==> src/rtl/postcode_router_pkg.sv <==
package postcode_router_pkg;
  localparam int NUM_SLOTS = 8;
  localparam int SLOT_W    = $clog2(NUM_SLOTS);

  typedef struct packed {
    logic              lpcWr;
    logic              lpcRd;
    logic              pciWr;
    logic              shadowWr;
    logic              shadowRd;
    logic              bankPci;
    logic [SLOT_W-1:0] slot;
  } ctrlStb_t;
endpackage

==> src/rtl/postcode_router_ctrl.sv <==
module postcode_router_ctrl
  import postcode_router_pkg::*;
#(
  parameter int ADDR_W = 16,
  parameter logic [ADDR_W-1:0] PORT_BASE  = 16'h0080,
  parameter logic [ADDR_W-1:0] ALIAS_BASE = 16'h0090
) (
  input  logic [ADDR_W-1:0] ioAddr,
  input  logic              ioWr,
  input  logic              ioRd,
  input  logic              routePci,
  output ctrlStb_t          stb,
  output logic              ioClaim
);
  localparam logic [3:0] SLOT_OFFS [NUM_SLOTS] =
    '{4'h0, 4'h4, 4'h5, 4'h6, 4'h8, 4'hC, 4'hD, 4'hE};

  logic              nibHit;
  logic [SLOT_W-1:0] slotIdx;
  logic              portHit, aliasHit, rdOnly;

  always_comb begin
    nibHit  = 1'b0;
    slotIdx = '0;
    for (int i = 0; i < NUM_SLOTS; i++) begin
      if (ioAddr[3:0] == SLOT_OFFS[i]) begin
        nibHit  = 1'b1;
        slotIdx = SLOT_W'(i);
      end
    end
  end

  assign portHit  = nibHit && (ioAddr[ADDR_W-1:4] == PORT_BASE[ADDR_W-1:4]);
  assign aliasHit = nibHit && (ioAddr[ADDR_W-1:4] == ALIAS_BASE[ADDR_W-1:4]);
  assign rdOnly   = ioRd && !ioWr;

  always_comb begin
    stb.lpcWr    = ioWr && (aliasHit || (portHit && !routePci));
    stb.pciWr    = ioWr && portHit && routePci;
    stb.lpcRd    = rdOnly && aliasHit;
    stb.shadowWr = ioWr && portHit;
    stb.shadowRd = rdOnly && portHit;
    stb.bankPci  = routePci;
    stb.slot     = slotIdx;
  end

  assign ioClaim = (ioWr || ioRd) && (portHit || aliasHit);
endmodule

==> src/rtl/postcode_router_dp.sv <==
module postcode_router_dp
  import postcode_router_pkg::*;
#(
  parameter int ADDR_W = 16,
  parameter int DATA_W = 8,
  parameter logic [ADDR_W-1:0] PORT_BASE = 16'h0080
) (
  input  logic              clk,
  input  logic              rstN,
  input  ctrlStb_t          stb,
  input  logic [ADDR_W-1:0] ioAddr,
  input  logic [DATA_W-1:0] ioWdata,
  output logic              rdValid,
  output logic [DATA_W-1:0] rdData,
  output logic              lpcWrStb,
  output logic              lpcRdStb,
  output logic [ADDR_W-1:0] lpcAddr,
  output logic [DATA_W-1:0] lpcData,
  output logic              pciWrStb,
  output logic [ADDR_W-1:0] pciAddr,
  output logic [DATA_W-1:0] pciData
);
  localparam int NUM_BANKS = 2;

  logic [DATA_W-1:0] bankRd [NUM_BANKS];

  for (genvar b = 0; b < NUM_BANKS; b++) begin : gBank
    logic [DATA_W-1:0] mem [NUM_SLOTS];
    always_ff @(posedge clk) begin
      if (!rstN) begin
        for (int s = 0; s < NUM_SLOTS; s++) mem[s] <= '0;
      end else if (stb.shadowWr && (stb.bankPci == b[0])) begin
        mem[stb.slot] <= ioWdata;
      end
    end
    assign bankRd[b] = mem[stb.slot];
  end

  always_ff @(posedge clk) begin
    if (!rstN) begin
      rdValid  <= 1'b0;
      rdData   <= '0;
      lpcWrStb <= 1'b0;
      lpcRdStb <= 1'b0;
      lpcAddr  <= '0;
      lpcData  <= '0;
      pciWrStb <= 1'b0;
      pciAddr  <= '0;
      pciData  <= '0;
    end else begin
      rdValid  <= stb.shadowRd;
      lpcWrStb <= stb.lpcWr;
      lpcRdStb <= stb.lpcRd;
      pciWrStb <= stb.pciWr;
      if (stb.shadowRd) rdData <= bankRd[stb.bankPci];
      if (stb.lpcWr || stb.lpcRd) begin
        lpcAddr <= ioAddr;
        lpcData <= ioWdata;
      end
      if (stb.pciWr) begin
        pciAddr <= ioAddr;
        pciData <= ioWdata;
      end
    end
  end

  AST_SINGLE_ACTION: assert property (@(posedge clk) disable iff (!rstN)
    $onehot0({lpcWrStb, lpcRdStb, pciWrStb, rdValid})) else $error("two actions at once");
  AST_PCI_PORT_ONLY: assert property (@(posedge clk) disable iff (!rstN)
    pciWrStb |-> (pciAddr[ADDR_W-1:4] == PORT_BASE[ADDR_W-1:4])) else $error("pci got non-port");
endmodule

==> src/rtl/postcode_router.sv <==
module postcode_router
  import postcode_router_pkg::*;
#(
  parameter int ADDR_W = 16,
  parameter int DATA_W = 8,
  parameter logic [ADDR_W-1:0] PORT_BASE  = 16'h0080,
  parameter logic [ADDR_W-1:0] ALIAS_BASE = 16'h0090
) (
  input  logic              clk,
  input  logic              rstN,
  input  logic [ADDR_W-1:0] ioAddr,
  input  logic [DATA_W-1:0] ioWdata,
  input  logic              ioWr,
  input  logic              ioRd,
  input  logic              routePci,
  output logic              ioClaim,
  output logic              rdValid,
  output logic [DATA_W-1:0] rdData,
  output logic              lpcWrStb,
  output logic              lpcRdStb,
  output logic [ADDR_W-1:0] lpcAddr,
  output logic [DATA_W-1:0] lpcData,
  output logic              pciWrStb,
  output logic [ADDR_W-1:0] pciAddr,
  output logic [DATA_W-1:0] pciData
);
  ctrlStb_t stb;

  postcode_router_ctrl #(
    .ADDR_W(ADDR_W), .PORT_BASE(PORT_BASE), .ALIAS_BASE(ALIAS_BASE)
  ) ctrl_i (
    .ioAddr(ioAddr), .ioWr(ioWr), .ioRd(ioRd), .routePci(routePci),
    .stb(stb), .ioClaim(ioClaim)
  );

  postcode_router_dp #(
    .ADDR_W(ADDR_W), .DATA_W(DATA_W), .PORT_BASE(PORT_BASE)
  ) dp_i (
    .clk(clk), .rstN(rstN), .stb(stb), .ioAddr(ioAddr), .ioWdata(ioWdata),
    .rdValid(rdValid), .rdData(rdData),
    .lpcWrStb(lpcWrStb), .lpcRdStb(lpcRdStb), .lpcAddr(lpcAddr), .lpcData(lpcData),
    .pciWrStb(pciWrStb), .pciAddr(pciAddr), .pciData(pciData)
  );

  AST_UNCLAIMED_QUIET: assert property (@(posedge clk) disable iff (!rstN)
    ((ioWr || ioRd) && !ioClaim) |=> !(lpcWrStb || lpcRdStb || pciWrStb || rdValid)) else $error("unclaimed acted");
  AST_ALIAS_TO_LPC: assert property (@(posedge clk) disable iff (!rstN)
    (ioWr && ioClaim && (ioAddr[ADDR_W-1:4] == ALIAS_BASE[ADDR_W-1:4])) |=> (lpcWrStb && !pciWrStb)) else $error("alias misrouted");
  AST_READ_LOCAL: assert property (@(posedge clk) disable iff (!rstN)
    (ioRd && !ioWr && ioClaim && (ioAddr[ADDR_W-1:4] == PORT_BASE[ADDR_W-1:4])) |=> (rdValid && !lpcRdStb)) else $error("port read forwarded");
endmodule

==> config.mk <==
export PLATFORM = sky130hd
export DESIGN_NAME = postcode_router
export DESIGN_NICKNAME = d
export VERILOG_FILES = /design/src/rtl/postcode_router_pkg.sv /design/src/rtl/postcode_router_ctrl.sv /design/src/rtl/postcode_router_dp.sv /design/src/rtl/postcode_router.sv
export SDC_FILE = /design/constraint.sdc
export NUM_CORES = 1
export LEC_CHECK = 0
export CAP_MARGIN = 40
export CORE_MARGIN = 2
export CORE_UTILIZATION = 60
export DETAILED_ROUTE_END_ITERATION = 12
export DONT_BUFFER_PORTS = 1
export GPL_TIMING_DRIVEN = 1
export PLACE_DENSITY_LB_ADDON = 0.1
export SLEW_MARGIN = 0
export SYNTH_ARGS = -nofsm -noshare
export SYNTH_HDL_FRONTEND = slang
export SYNTH_SLANG_ARGS = --single-unit
==> constraint.sdc <==
create_clock -name clk -period 3.6 [get_ports clk]
set_clock_uncertainty 0.2 [all_clocks]
set_input_delay 0.18 -clock clk [delete_from_list [all_inputs] [get_ports clk]]
set_output_delay 0.18 -clock clk [all_outputs]
set_load 0.03 [all_outputs]
==> flow_summary.ini, run 1 <==
[drt]
drt_wl_total_mm = 20.96
drt-pass1-iter-count = 5
dr_wl_met3_mm = 2.185
m1WireLength_mm = 8.245
vias = 5697
avgViaCountPerCell = 6.380
ant_nets = 0
drc = 0
wl_met2_mm = 10.04
wire_per_inst_um = 23.47
drt_iter0_markers = 736
highest_layer = met4

[final_layout]
drive_gt1_share_pct = 11.73
area_delta_synth_final_pct = 13.23
fin_nets = 732
final_common_cell = edfxtp_1
mostFrequentLayoutCells = edfxtp_1, nor2_1, dfxtp_1
num-fill-cells = 937

[timing]
rsz0062_at_grt = no
period_share_pct = 87.66
min_period_ns = 3.156
setup_viol = 0
fmax_mhz = 316.9
finalSetupTns_ns = 0
tightestPinTransition_ns = 0.8570
hold_slack_ns = -0.002780
maxSlewHeadroom_pct = 42.73
hold_viol = 2
drv_slew = 0

[global_route]
grt_pass1_wl_mm = 31.57
antenna_found_initial = 1
grt.total_usage_pct = 29.90
first_global_vias = 5548
grt_overflow = 0
grt_max_degree = 54

[clock_tree]
cts.path.max_buffers = 2
cts_num_sinks = 188
cts_root_buf = clkbuf_16
insertion_delay_ns = 0.44
cts_made_buffers = 17
cts_setup_buffers = 0
cts_tree = yes
clk_pin_slew_ns = 0.07
htree_levels = 4

[place]
hpwlAfterDp_mm = 13.37
place_congestion = 0.9526
port_buffers = 0

[synth]
syn_avg_cell_area_um2 = 11.70
synth_flop_cell = edfxtp_1
syn_area_um2 = 7970
yosys_warnings = 0
async_reset_ff_share_pct = 0
yosysUniqueCellTypes = 48
synthCells = 681
synth-edff-count = 128
syn-num-nets = 710
ys_seq_area_share_pct = 63.30
synth_seq_cells = 188

[worst_setup_path]
path_max_fanout = 21
cp-start-kind = input pin
critPathRequiredTime_ns = 3.55
arrival_ns = 3.10
end_kind = flip-flop
crit_type = input pin to flip-flop

[die]
ioPinCount = 90
initial_core_util_pct = 60.91
die_y_um = 119.3
rows = 42
dieWidth_um = 119.3
dieArea_um2 = 14220
core_area_um2 = 13090

[job]
drv_cap = 0

[pwr]
ir_worst_vdd_uv = 297.0
p_total_mw = 4.524
power_leakage_nw = 3.226
p_per_area_nw_per_um2 = 501.3

[outcome]
status = finished, violations left
violations = hold timing

[hold_path]
hold_class = input pin to flip-flop
-- per-stage QoR --
stage                     cells  worst slack, ns  instance area [um2]  util (%)
final                       893           0.4443                 9025     68.97
after detailed placement    834           0.4381                 8150     62.29
after global routing        893           0.2968                 9025     68.97
after floorplan             681           0.6607                 7970         -
after CTS                   888           0.4567                 8976     68.60
after global placement      834           0.5524                 8150     62.29
-- timing repair --
| action | CTS | global route |
|---|---|---|
| gates resized for setup | 0 | 0 |
| hold buffers | 22 | 2 |
| hold endpoints to repair | 264 | 1 |
-- metal layers --
layer  up-vias  GRT usage (%)
met5         -              0
met4         0          11.31
met3        40          6.657
met2       332          46.88
met1      2777          41.04
li1       2548              -
-- critical path, cell delays in order --
cell and delay [ns]:
dlygate4sd3_1 0.54, or4_4 0.44, nor4_4 0.45, and4_4 0.53, nand3_4 0.25, o21ai_0 0.44, buf_4 0.24
-- sequential cells by signal (all words and copies together) (netlist names) --
register / flops
dp_i.pciData: 8
dp_i.lpcRdStb: 1
dp_i.pciAddr: 16
dp_i.lpcData: 8
dp_i.lpcAddr: 16
dp_i.rdData: 8
dp_i.rdValid: 1
dp_i.pciWrStb: 1
dp_i.lpcWrStb: 1
dp_i.gBank.mem: 128
-- cell usage after synthesis, types with 5 or more instances --
cell type | instances | area share [%]
a311oi_1 | 5 | 0.55
o21ai_0 | 25 | 1.6
a21oi_1 | 27 | 1.7
mux2_2 | 6 | 0.85
nor2b_1 | 5 | 0.39
mux2i_1 | 28 | 3.5
inv_1 | 6 | 0.28
edfxtp_1 | 128 | 48
nor2_1 | 123 | 5.8
o2111ai_1 | 6 | 0.66
nand2_1 | 44 | 2.1
a22oi_1 | 26 | 2.4
clkbuf_1 | 29 | 1.4
nand2b_1 | 5 | 0.39
buf_2 | 10 | 0.63
nand3_1 | 21 | 1.3
and2_1 | 32 | 2.5
dfxtp_1 | 60 | 15
nor4_4 | 5 | 1.3
o22ai_1 | 9 | 0.71
and3_1 | 24 | 1.9
-- power breakdown --
part           switching (mW)  internal (mW)  leakage, nW  total [mW]
logic                   0.181         0.0888         1.24       0.270
clock network           0.893          0.966        0.293        1.86
registers              0.0249           2.37         1.70        2.39
total                    1.10           3.43         3.23        4.52
-- worst paths after layout --
path | from | to | slack [ns] | cells past startpoint
worst max-delay path | ioAddr[8] | dp_i.gBank[1].mem[0][3] | 0.44 | 7
worst min-delay path | ioWdata[3] | dp_i.gBank[1].mem[1][3] | -0.003 | 2
worst max register to register | dp_i.gBank[0].mem[7][5] | dp_i.rdData[5] | 1.82 | 4
worst min register to register | dp_i.lpcAddr[7] | dp_i.lpcAddr[7] | 0.40 | 2
-- area by class of cell --
cell class | count | area (um2) | area share (%)
antenna | 1 | 2.502 | 0.02773
clock buffer | 18 | 450.4 | 4.991
multi-input combinational | 439 | 2675 | 29.64
clock inverter | 14 | 145.1 | 1.608
timing repair buffer | 51 | 464.2 | 5.143
inverter | 6 | 22.52 | 0.2495
tap | 176 | 220.2 | 2.440
sequential | 188 | 5045 | 55.90
-- cell families after synthesis --
group           Yosys count  share of synthesized area, %
simple gates            280                         18.49
mux                      34                         4.364
compound gates          125                         10.57
flops                   188                         63.30
buf+inv                  54                         3.281
Note: power is estimated with default switching activity, not from simulation.
==> inputs of run 2 (changes only) <==
Settings changed: ABC_AREA from default to 1, CTS_CLUSTER_DIAMETER from default to 50.
==> run 2 against run 1 <==
Against the previous run:
- the run now ends clean
- die area is 4.2% higher
- critical path depth rose by 4
- clock power hardly changed
- critical path type unchanged
- highest routed layer unchanged
==> flow_summary.ini, run 2 <==
[synth]
synth_seq_cells = 188
synthCells = 953
async_reset_ff_share_pct = 0
ys_seq_area_share_pct = 60.68
synth-edff-count = 128
synth_most_common_cell = nand2_1
synth.area.top_cells = edfxtp_1, dfxtp_1, nand2_1
synth_flop_cell = edfxtp_1
syn_area_um2 = 8314
yosys_warnings = 0
synth.largest_area_cell = edfxtp_1
syn-num-nets = 982
synth_common_cells = nand2_1, nor2_1, edfxtp_1
yosysUniqueCellTypes = 29
syn_avg_cell_area_um2 = 8.724
synth_top_area_share_pct = 46.23

[final_layout]
drive_gt1_share_pct = 7.392
regMostFlops = dp_i.gBank.mem
mostFrequentLayoutCells = nand2_1, nor2_1, edfxtp_1
final_common_cell = nand2_1
largest_register_ffs = 128
finalNonFillerCells = 1155
num-fill-cells = 1076
fin_area_um2 = 9423
largest_registers = dp_i.gBank.mem: 128 flops, dp_i.lpcAddr: 16 flops, dp_i.pciAddr: 16 flops
utilization_pct = 68.68
area_delta_synth_final_pct = 13.33
fin_nets = 990

[job]
drv_cap = 0

[die]
rows = 43
core_area_um2 = 13720
dieArea_um2 = 14810
ioPinCount = 90
dieWidth_um = 121.7
die_y_um = 121.7
initial_core_util_pct = 60.60

[timing]
setup_viol = 0
fin_ws_ns = 0.5578
drv_slew = 0
hold_slack_ns = 0.007784
finalSetupTns_ns = 0
maxSlewHeadroom_pct = 47.63
rsz0062_at_grt = no
min_period_ns = 3.042
fmax_mhz = 328.7
hold_viol = 0
period_share_pct = 84.50
tightestPinTransition_ns = 0.7847

[worst_setup_path]
crit_slowest_cell = dlygate4sd3_1
timing.rr.start = dp_i.lpcAddr[7]
cp-start-kind = input pin
max_stage_delay_ns = 0.62
reg2reg_depth = 3
r2r-end = dp_i.lpcAddr[7]
rrSetupSlack_ns = 2.09
cp_top_family = simple AND/OR/NAND/NOR gates
critPathRequiredTime_ns = 3.51
cp_cell_sequence = dlygate4sd3_1 > inv_1 > nand2_1 > o211ai_4 > nand4_4 > nor2_4 > buf_4 > inv_2 > nor2_8 > nand2_1 > nand2_1
crit_top_cell = nand2_1
path_max_fanout = 26
arrival_ns = 2.95
crit_type = input pin to flip-flop
cp_num_buf_inv = 4
end_kind = flip-flop

[clock_tree]
cts_made_buffers = 17
htree_levels = 4
post_cts_resized = 0
cts_root_buf = clkbuf_16
cts.path.max_buffers = 2
insertion_delay_ns = 0.43
cts_num_sinks = 188
clk_pin_slew_ns = 0.07
cts_tree = yes

[place]
hpwlAfterDp_mm = 14.34
dp.cells = 1101
port_buffers = 0
pre_cts_ws_ns = 0.8325
dpl-instance-area_um2 = 8603
place_congestion = 0.9010

[hold_path]
holdCritStartpoint = ioAddr[4]
hold_class = input pin to flip-flop
hold_end = dp_i.lpcWrStb
hold_depth = 6

[drt]
drt_wl_total_mm = 21.42
avgViaCountPerCell = 5.592
wire_per_inst_um = 18.54
ant_nets = 0
drt-pass1-iter-count = 6
drt_iter0_markers = 651
vias = 6459
drc = 0

[pwr]
power_leakage_nw = 4.269
ir_worst_vdd_uv = 331.5
p_total_mw = 4.609
p_per_area_nw_per_um2 = 489.2

[global_route]
grt_max_degree = 66
first_global_vias = 5910
grt.total_usage_pct = 29.88
grt_pass1_wl_mm = 32.35
antenna_found_initial = 1
grt_overflow = 0

[outcome]
status = complete, no violations
==> run 2: cell count changes in the layout (fill, tap and decap cells not counted), sizes merged, moves of 13 or more <==
cell   delta
nand2   +208
nand3    +50
and3     -24
mux2i    -28
inv      +78
and2     -32
a22oi    -26
nor2     +94
buf      -13
==> run 2: cells by family (layout without fill, tap and decap cells) <==
| family | after synthesis | in the layout | synth area share [%] |
|---|---|---|---|
| buf+inv | 143 | 164 | 6.712 |
| flops | 188 | 188 | 60.68 |
| compound gates | 51 | 51 | 3.657 |
| simple gates | 571 | 571 | 28.95 |
| other cells | 0 | 1 | 0 |
==> run 2: where the power goes <==
part	leakage [nW]	internal, mW	switching (mW)
clock network	0.296	1.04	0.836
registers	1.70	2.37	0.0234
logic	2.28	0.105	0.239
total	4.27	3.51	1.10
==> run 2: layer usage <==
metal	share of wire, %	track usage [%]
met5	0	1.042
met4	3.4	12.28
met3	9.2	7.116
met2	47	46.17
met1	40	40.87
==> run 2: cell type report <==
cell class	count	area [um2]	area share, %
Tap cell	180	225.2	2.390
Timing Repair Buffer	35	473.0	5.019
Sequential cell	188	5045	53.54
Inverter	97	364.1	3.864
Clock inverter	12	128.9	1.368
Antenna cell	1	2.502	0.02656
Clock buffer	20	467.9	4.966
Multi-Input combinational cell	622	2716	28.83
==> run 2: how the worst max path moves through the flow <==
| stage | start | to | slack, ns | depth (start not counted) |
|---|---|---|---|---|
| after floorplan | ioAddr[2] | dp_i.gBank[1].mem[0][0] | 1.43 | 9 |
| after global placement | ioAddr[13] | dp_i.gBank[1].mem[0][2] | 0.96 | 10 |
| after detailed placement | ioAddr[15] | dp_i.gBank[1].mem[0][4] | 0.83 | 10 |
| after CTS | ioAddr[1] | dp_i.gBank[1].mem[0][4] | 0.64 | 11 |
| after global routing | ioAddr[1] | dp_i.gBank[1].mem[0][6] | 0.40 | 11 |
| final | ioAddr[1] | dp_i.gBank[1].mem[0][5] | 0.56 | 11 |
==> run 2: worst min-delay path, stage by stage <==
cell and delay (ns):
inv_1 0.03, nor3_1 0.06, nand4_1 0.13, inv_1 0.05, nor2_1 0.09, nor2_1 0.05
==> run 2: timing repair <==
action,CTS,global route
buffers inserted,0,0
hold buffers,21,0
endpoints found under the hold margin,190,0
==> inputs of run 3 (changes only) <==
Settings changed: ABC_AREA 1 to 0, CORE_UTILIZATION 60 to 57.
Clock period 3.6 ns to 2.5 ns, I/O delays scaled along.
==> run 3 against run 2 <==
Against the previous run:
- power increased by 42%
- cell count fell by 20%
- die area up 0.88%
- clock power is 44% higher
- sequential share of layout area grew 0.19 points
- flip-flop and latch count is the same
- critical path type unchanged
- highest routed layer unchanged
==> flow_summary.ini, run 3 (synthesis gave the netlist of run 1 again) <==
[worst_setup_path]
arrival_ns = 2.62
crit_type = input pin to flip-flop
crit_start = ioAddr[0]
cp-start-kind = input pin
endpoint = dp_i.pciData[2]
path_max_fanout = 13
end_kind = flip-flop
r2r-end = dp_i.rdData[4]
reg2reg_depth = 5
critPathRequiredTime_ns = 2.66
timing.rr.start = dp_i.gBank[0].mem[1][4]
rrSetupSlack_ns = 0.51

[outcome]
status = complete, no violations

[clock_tree]
cts_setup_buffers = 0
insertion_delay_ns = 0.43
cts.path.max_buffers = 2
cts_made_buffers = 17
cts_tree = yes
cts_num_sinks = 188
htree_levels = 4
clk_pin_slew_ns = 0.07
cts_root_buf = clkbuf_16

[timing]
rsz0062_at_grt = no
period_share_pct = 98.38
tightestPinTransition_ns = 0.7838
finalSetupTns_ns = 0
min_period_ns = 2.460
hold_slack_ns = 0.01307
maxSlewHeadroom_pct = 47.74
setup_viol = 0
fmax_mhz = 406.6
drv_slew = 0
hold_viol = 0
fin_ws_ns = 0.04040

[final_layout]
num-fill-cells = 1012
mostFrequentLayoutCells = edfxtp_1, nor2_1, dfxtp_1
fin_nets = 760
final_common_cell = edfxtp_1
regMostFlops = dp_i.gBank.mem
largest_register_ffs = 128
finalNonFillerCells = 926
largest_registers = dp_i.gBank.mem: 128 flops, dp_i.lpcAddr: 16 flops, dp_i.pciAddr: 16 flops
area_delta_synth_final_pct = 17.82
drive_gt1_share_pct = 14.52

[place]
pre_cts_ws_ns = 0.01054
port_buffers = 0
hpwlAfterDp_mm = 13.72
place_congestion = 0.8686
dp.cells = 854

[drt]
vias = 5759
avgViaCountPerCell = 6.219
drc = 0
drt_wl_total_mm = 21.11
ant_nets = 0
drt_iter0_markers = 634
wire_per_inst_um = 22.80
drt-pass1-iter-count = 6

[die]
die_y_um = 122.3
rows = 43
dieArea_um2 = 14950
core_area_um2 = 13770
dieWidth_um = 122.3
ioPinCount = 90
initial_core_util_pct = 57.87

[global_route]
grt_pass1_wl_mm = 31.31
grt_overflow = 0
first_global_vias = 5552
grt_max_degree = 54
antenna_found_initial = 2
grt.total_usage_pct = 28.99

[pwr]
ir_worst_vdd_uv = 562.3
power_leakage_nw = 3.366
p_total_mw = 6.545
p_per_area_nw_per_um2 = 697.0

[job]
drv_cap = 0

[hold_path]
hold_class = input pin to flip-flop
[run 3: cell count changes in the layout (fill, tap and decap cells not counted), moves of 12 or more]
cell,before,now
o21bai_1,12,0
and2_1,0,32
buf_4,6,36
inv_1,85,7
nand2_2,16,1
dlygate4sd3_1,20,36
nor2_1,213,123
nand3_1,73,21
nand2_1,237,43
and3_1,0,24
a22oi_1,0,26
mux2i_1,0,28
[run 3: final cells by class]
class / instances / area [um2] / area share [%]
clock buffer: 21 / 514.2 / 5.476
antenna: 2 / 5.005 / 0.05330
tap: 180 / 225.2 / 2.398
multi-input combinational: 439 / 2730 / 29.07
clock inverter: 11 / 85.08 / 0.9061
inverter: 6 / 22.52 / 0.2398
timing repair buffer: 79 / 763.2 / 8.128
sequential: 188 / 5045 / 53.72
[run 3: power breakdown]
group	switching, mW	internal [mW]	leakage, nW
Sequential	0.0352	3.41	1.70
Clock	1.19	1.50	0.301
Combinational	0.264	0.139	1.37
[run 3: critical path, stage by stage]
cell and delay (ns):
dlygate4sd3_1 0.73, nand2_2 0.23, and4_4 0.40, buf_4 0.26, nand3_1 0.10, dlygate4sd3_1 0.59, a21oi_1 0.16
[run 3: stage by stage]
stage	utilization (%)	area [um2]
5_1_grt	68.16	9388
3_3_place_gp	60.92	8391
2_1_floorplan	-	8023
4_1_cts	68.11	9380
3_5_place_dp	60.92	8391
6_report	68.18	9390
[run 3: worst min-delay path by stage]
stage / slack (ns) / depth (start not counted) / startpoint / to
6_report: 0.01 / 4 / ioAddr[2] / dp_i.lpcAddr[4]
5_1_grt: 0.02 / 4 / routePci / dp_i.rdData[1]
4_1_cts: 0.002 / 4 / routePci / dp_i.rdData[1]
3_5_place_dp: 0.006 / 1 / ioWr / dp_i.lpcRdStb
3_3_place_gp: 0.005 / 1 / ioWr / dp_i.lpcRdStb
2_1_floorplan: 0.002 / 1 / ioWr / dp_i.lpcRdStb
[run 3: metal layers]
| layer | part of all wire (%) | vias up | GRT usage [%] | wire [um] |
|---|---|---|---|---|
| met4 | 2.7 | 0 | 11.64 | 570 |
| li1 | - | 2613 | - | - |
| met5 | 0 | - | 0 | 0 |
| met1 | 39 | 2795 | 38.25 | 8302 |
| met3 | 8.9 | 44 | 6.227 | 1884 |
| met2 | 49 | 307 | 47.01 | 10360 |
[run 3: what timing repair did]
item                                    CTS  global route
hold buffers                             38             0
resized for setup                         0             2
hold endpoints to repair                315             0
endpoints found under the setup margin    0            53
